==> src/rtl/rcs_pkg.sv <==
package rcs_pkg;

    localparam int FRAME_BITS = 16;
    localparam int BIT_W      = $clog2(FRAME_BITS);
    localparam logic [7:0] WRITE_OPCODE = 8'hB8;

    typedef enum logic [2:0] {
        ST_IDLE  = 3'd0,
        ST_WAIT  = 3'd1,
        ST_SETUP = 3'd2,
        ST_HIGH  = 3'd3,
        ST_TAIL  = 3'd4
    } rcs_state_e;

    typedef struct packed {
        logic [FRAME_BITS-1:0] tx;
        logic [FRAME_BITS-1:0] rx;
    } rcs_shift_t;

    function automatic logic [FRAME_BITS-1:0] form_write(input logic [7:0] data);
        return {WRITE_OPCODE, data};
    endfunction

    function automatic logic in_frame(input rcs_state_e s);
        return (s == ST_SETUP) || (s == ST_HIGH) || (s == ST_TAIL);
    endfunction

endpackage

==> src/rtl/rcs_sync.sv <==
module rcs_sync #(
    parameter int STAGES = 2
) (
    input  logic clk,
    input  logic rst,
    input  logic din,
    output logic dout
);
    logic [STAGES-1:0] q;

    generate
        if (STAGES == 1) begin : g_single
            always_ff @(posedge clk) begin
                if (rst) q <= 1'b1;
                else     q <= din;
            end
        end else begin : g_chain
            always_ff @(posedge clk) begin
                if (rst) q <= '1;
                else     q <= {q[STAGES-2:0], din};
            end
        end
    endgenerate

    assign dout = q[STAGES-1];
endmodule

==> src/rtl/rcs_halftimer.sv <==
module rcs_halftimer #(
    parameter int HALF_CLKS = 2
) (
    input  logic clk,
    input  logic rst,
    input  logic run,
    output logic tick
);
    generate
        if (HALF_CLKS <= 1) begin : g_every
            assign tick = run;
        end else begin : g_count
            localparam int CW = $clog2(HALF_CLKS);
            localparam logic [CW-1:0] LAST = CW'(HALF_CLKS - 1);
            logic [CW-1:0] cnt;

            assign tick = run && (cnt == LAST);

            always_ff @(posedge clk) begin
                if (rst || !run) cnt <= '0;
                else if (tick)   cnt <= '0;
                else             cnt <= cnt + CW'(1);
            end
        end
    endgenerate
endmodule

==> src/rtl/rcs_shift.sv <==
module rcs_shift import rcs_pkg::*; (
    input  logic                  clk,
    input  logic                  rst,
    input  logic                  load,
    input  logic [FRAME_BITS-1:0] load_word,
    input  logic                  shift,
    input  logic                  rx_bit,
    output logic                  tx_msb,
    output logic [FRAME_BITS-1:0] rx_word
);
    rcs_shift_t sr;

    always_ff @(posedge clk) begin
        if (rst) begin
            sr.tx <= '1;
            sr.rx <= '0;
        end else if (load) begin
            sr.tx <= load_word;
            sr.rx <= '0;
        end else if (shift) begin
            sr.tx <= {sr.tx[FRAME_BITS-2:0], 1'b1};
            sr.rx <= {sr.rx[FRAME_BITS-2:0], rx_bit};
        end
    end

    assign tx_msb  = sr.tx[FRAME_BITS-1];
    assign rx_word = sr.rx;
endmodule

==> src/rtl/radio_cmd_spi.sv <==
module radio_cmd_spi import rcs_pkg::*; #(
    parameter int HALF_CLKS   = 2,
    parameter int SYNC_STAGES = 2
) (
    input  logic                  clk,
    input  logic                  rst,
    input  logic [FRAME_BITS-1:0] cmd_word,
    input  logic                  start_cmd,
    input  logic [7:0]            wr_byte,
    input  logic                  start_wr,
    input  logic                  irq_n,
    output logic                  busy,
    output logic                  done,
    output logic [FRAME_BITS-1:0] resp_out,
    output logic                  cs_n,
    output logic                  sclk,
    output logic                  mosi,
    input  logic                  miso
);
    localparam logic [BIT_W-1:0] LAST_BIT = BIT_W'(FRAME_BITS - 1);

    rcs_state_e            state;
    logic [BIT_W-1:0]      bit_cnt;
    logic [FRAME_BITS-1:0] wr_word;
    logic [FRAME_BITS-1:0] load_word;
    logic [FRAME_BITS-1:0] rx_word;
    logic                  irq_q;
    logic                  run;
    logic                  tick;
    logic                  load;
    logic                  shift_en;
    logic                  tx_msb;

    rcs_sync #(.STAGES(SYNC_STAGES)) u_irq_sync (
        .clk  (clk),
        .rst  (rst),
        .din  (irq_n),
        .dout (irq_q)
    );

    rcs_halftimer #(.HALF_CLKS(HALF_CLKS)) u_timer (
        .clk  (clk),
        .rst  (rst),
        .run  (run),
        .tick (tick)
    );

    rcs_shift u_shift (
        .clk       (clk),
        .rst       (rst),
        .load      (load),
        .load_word (load_word),
        .shift     (shift_en),
        .rx_bit    (miso),
        .tx_msb    (tx_msb),
        .rx_word   (rx_word)
    );

    always_comb begin
        run       = in_frame(state);
        load      = ((state == ST_IDLE) && start_cmd) ||
                    ((state == ST_WAIT) && !irq_q);
        load_word = (state == ST_IDLE) ? cmd_word : wr_word;
        shift_en  = (state == ST_HIGH) && tick;
    end

    always_ff @(posedge clk) begin
        if (rst) begin
            state    <= ST_IDLE;
            bit_cnt  <= '0;
            wr_word  <= '0;
            done     <= 1'b0;
            resp_out <= '0;
        end else begin
            done <= 1'b0;
            unique case (state)
                ST_IDLE: begin
                    bit_cnt <= '0;
                    if (start_cmd) begin
                        state <= ST_SETUP;
                    end else if (start_wr) begin
                        wr_word <= form_write(wr_byte);
                        state   <= ST_WAIT;
                    end
                end
                ST_WAIT: begin
                    if (!irq_q) state <= ST_SETUP;
                end
                ST_SETUP: begin
                    if (tick) state <= ST_HIGH;
                end
                ST_HIGH: begin
                    if (tick) begin
                        bit_cnt <= bit_cnt + BIT_W'(1);
                        state   <= (bit_cnt == LAST_BIT) ? ST_TAIL : ST_SETUP;
                    end
                end
                ST_TAIL: begin
                    if (tick) begin
                        state    <= ST_IDLE;
                        done     <= 1'b1;
                        resp_out <= rx_word;
                    end
                end
                default: state <= ST_IDLE;
            endcase
        end
    end

    assign busy = (state != ST_IDLE);
    assign cs_n = !run;
    assign sclk = (state == ST_HIGH);
    assign mosi = run ? tx_msb : 1'b1;

endmodule

==> config.mk <==
export PLATFORM = sky130hd
export DESIGN_NAME = radio_cmd_spi
export DESIGN_NICKNAME = d
export VERILOG_FILES = /design/src/rtl/rcs_pkg.sv /design/src/rtl/rcs_sync.sv /design/src/rtl/rcs_halftimer.sv /design/src/rtl/rcs_shift.sv /design/src/rtl/radio_cmd_spi.sv
export SDC_FILE = /design/constraint.sdc
export NUM_CORES = 1
export LEC_CHECK = 0
export BUFFER_PORTS_ARGS = -buffer_cell sky130_fd_sc_hd__buf_2
export CORE_MARGIN = 10
export CORE_UTILIZATION = 45
export DETAILED_ROUTE_END_ITERATION = 10
export GPL_ROUTABILITY_DRIVEN = 0
export PLACE_DENSITY = 0.67
export SLEW_MARGIN = 20
export SYNTH_ARGS = -nofsm -noshare
export SYNTH_HDL_FRONTEND = slang
export SYNTH_SLANG_ARGS = --single-unit
==> constraint.sdc <==
create_clock -name clk -period 3.8 [get_ports clk]
set_input_delay 0.19 -clock clk [delete_from_list [all_inputs] [get_ports clk]]
set_output_delay 0.19 -clock clk [all_outputs]
set_load 0.02 [all_outputs]
==> summary.txt <==
=================================================================================
Filler Cell Count                                                             582
Worst hold-check slack                                                    38.4 ps
Relative contribution of the clock network to total power                   0.363
Yosys warnings                                                                  0
Share of synthesized area occupied by flip-flops and latches                0.507
Post-synthesis async set-or-reset flop share                                    0
Worst path cell trace                                                and4b_1 > buf_4 > a31oi_1 > a221oi_1 > o21ai_1
Clock buffers created by TritonCTS                                              9
R2R cell count                                                                  5
Element type at the critical path end                                    register
Worst path buffer plus inverter count                                           1
DRC Markers                                                                     0
R2R Setup Slk                                                             1490 ps
Syn_nets                                                                      345
Shortest clock period the worst path allows after layout                  2310 ps
Pwr Density                                                           459 mW/mm^2
Most frequent cell after synthesis                                        nand2_1
P_leak                                                                    1.25 nW
Critical path data arrival time                                           2570 ps
Num Clock Sinks                                                                68
Post-CTS resize count                                                           0
Cell at the root of the clock tree                                       clkbuf_8
Area of the mapped netlist                                           0.00269 mm^2
Min-delay src                                                               irq_n
Core outline area                                                    0.00585 mm^2
H-Tree Depth                                                                    3
Part of the total power dissipated in combinational logic                   0.097
Die X                                                                     97.2 um
Synthesized flop and latch total                                               68
# IOs                                                                          51
Final core area utilization                                                 0.530
Maximum count of clock buffers along a single path                              2
Site Rows                                                                      28
Initial DRC Count                                                             116
Area used by sequential logic in the layout                          0.00136 mm^2
Worst setup slack after placement                                         1490 ps
Start-to-end type of the worst setup path                            register to register
Final hold viol count                                                           0
Internal Power                                                            1.07 mW
Period utilisation layout                                                   0.609
Critical path peak fanout                                                      37
Routed wire per std cell                                                  13.5 um
Die Span Y                                                                97.2 um
Total via count after detailed routing                                       2220
Initial Util                                                                0.459
Timing-limited maximum frequency                                          432 MHz
Vias in the first global route                                               2121
CTS Hold Buffers Added                                                          0
Total routing usage reported by global routing                              0.122
Setup-failing EPs final                                                         0
TritonRoute pass-1 iters                                                        4
Post-CTS Setup Inserts                                                          0
Clock Skews                                                               6.64 ps
Slowest stage delay, CP                                                    750 ps
Cell depth of the worst hold path                                               2
I/O Buffers                                                                    50
Switching power                                                          0.355 mW
Post-synth top area cell                                                  dfxtp_1
DP HPWL                                                                   3780 um
Pin count of the biggest net entering global routing                           55
Top post-synthesis cells by count                                    nand2_1, dfxtp_1, a21oi_1, nor2_1, mux2i_1
Count of cell types in the netlist                                             39
Top delay family on crit path                                        compound AO/OA/AOI/OAI gates
Switching power as a share of total power                                   0.249
Antenna violations before repair                                                0
Top cell type's share of synthesized area                                   0.507
Hold-critical path endpoint                                          u_irq_sync.q[0]$_SDFF_PP1_
IR Drop Worst-Case VDD                                                   0.228 mV
Worst R2R End                                                        u_shift.sr[22]$_SDFFE_PP1P_
Max transition margin                                                       0.357
Min setup slack post-route                                                1490 ps
Setup repair after global routing missed its margin                         false
Path class of the lowest-slack min-delay path                        primary input to register
Global-route wire length before repair                                    9820 um
Sort of element at the start of the critical path                        register
Total number of nets in the final design                                      384
Syn-to-layout area delta                                                    15.6%
Drt total wl                                                              5820 um
Post-DR vias/cell                                                            5.14
Dominant register cell in the synthesized netlist                         dfxtp_1
Cell at the slowest stage of the critical path                            a31oi_1
Setup TNS after final layout                                                 0 ps
Routed Antenna Nets                                                             0
Sequential share of power                                                   0.540
Synth top area cells                                                 dfxtp_1, nand2_1, a21oi_1, mux2i_1, a221oi_1
Clock-pin slew on the worst setup and hold paths                            70 ps
Avg Inst Size Synth                                                     8.55 um^2
Max-cap check violation count                                                   0
Required time at the worst-slack endpoint                                 4060 ps
Die area                                                             0.00946 mm^2
Final Max Tran Viols                                                            0
Congestion Overflow GR                                                          0
Status                                                               finished, final reports clean
Clock latency of the later-clocked register in the worst-skew pair         340 ps
Count of antenna diodes in the layout                                           0
Synth Instances                                                               314
Origin of the critical flop-to-flop path                             state[2]$_SDFFE_PP0P_
Slew at the pin closest to its max-slew limit                              960 ps
Area of the multi-input gates                                        0.00121 mm^2
TritonCTS clock tree                                                         done
Number of synthesized flops with an enable pin                                  0
Share of cells above drive strength 1                                       0.202
=================================================================================
-- stage by stage --
stage / area, um^2 / power [mW] / cells
4_1_cts: 3100 / 1.44 / 432
5_1_grt: 3100 / 1.49 / 432
6_report: 3100 / 1.42 / 432
2_1_floorplan: 2690 / 0.887 / 314
3_5_place_dp: 2930 / 0.924 / 417
3_3_place_gp: 2930 / 0.921 / 417
-- power by group through the flow --
| stage | Clock [mW] | Sequential [mW] | Combinational (mW) |
|---|---|---|---|
| floorplan | 0 | 0.773 | 0.114 |
| global placement | 0 | 0.783 | 0.138 |
| detailed placement | 0 | 0.784 | 0.140 |
| CTS | 0.530 | 0.768 | 0.140 |
| global route | 0.559 | 0.773 | 0.158 |
| finish | 0.518 | 0.769 | 0.138 |
-- area by class of cell --
| class | instances | area share |
|---|---|---|
| Tap cell | 75 | 0.0302 |
| Clock inverter | 2 | 0.00323 |
| Clock buffer | 13 | 0.0512 |
| Timing Repair Buffer | 52 | 0.0855 |
| Inverter | 1 | 0.00121 |
| Sequential cell | 68 | 0.439 |
| Multi-Input combinational cell | 221 | 0.390 |
-- worst max-delay path by stage --
| stage | to | start | slack, ps | depth (start not counted) |
|---|---|---|---|---|
| after CTS | u_shift.sr[22]$_SDFFE_PP1P_ | state[2]$_SDFFE_PP0P_ | 1500 | 5 |
| after global placement | u_shift.sr[23]$_SDFFE_PP1P_ | state[2]$_SDFFE_PP0P_ | 1550 | 5 |
| after global routing | u_shift.sr[17]$_SDFFE_PP1P_ | state[2]$_SDFFE_PP0P_ | 1270 | 5 |
| final | u_shift.sr[22]$_SDFFE_PP1P_ | state[2]$_SDFFE_PP0P_ | 1490 | 5 |
| after detailed placement | u_shift.sr[22]$_SDFFE_PP1P_ | state[2]$_SDFFE_PP0P_ | 1490 | 5 |
| after floorplan | mosi | state[2]$_SDFFE_PP0P_ | 2230 | 3 |
-- kinds of logic after synthesis --
kind of cell	count (synthesis)	synth area share
and+or+nand+nor	130	0.219
AOI/OAI and AO/OA	72	0.161
muxes	16	0.0596
adders and majority gates	1	0.00466
DFF	68	0.507
buffers and inverters	25	0.0424
xor gates and xnor gates	2	0.00652
-- placed cells by master, fill, tap and decap left out, types with 2 or more instances in the layout --
cell type  netlist  final
a21oi_1         40     40
buf_2           10     50
o21ai_0          2      2
a21boi_0         4      4
clkbuf_8         0     11
nand2b_1         2      2
nand4_1          2      2
a221oi_1        10     10
nor2_1          20     20
mux2i_1         16     16
dfxtp_1         68     68
buf_4            2      2
xor2_1           2      2
o21ai_1         10     10
clkbuf_1        12      2
nand2_1         74     74
nand3_1         10     10
nor3_1           6      6
clkinv_2         0      2
or2_2            3      3
-- registers in the layout, indices dropped and copies added (netlist names) --
signal and count:
u_shift.sr 15, resp_out 16, state 3, bit_cnt 4, done 1, u_shift.tx_msb 1
wr_word 9, u_shift.rx_word 16, u_timer.g_count.cnt 1, u_irq_sync.q 2
-- per-layer routing --
metal  track usage  part of all wire  vias to the layer above
met4        0.0716             0.022                        0
met3        0.0377             0.047                       11
met2         0.190              0.45                       41
met1         0.144              0.48                     1010
met5             0                 0                        -
li1              -                 -                     1158
(Power assumes the default switching activity.)
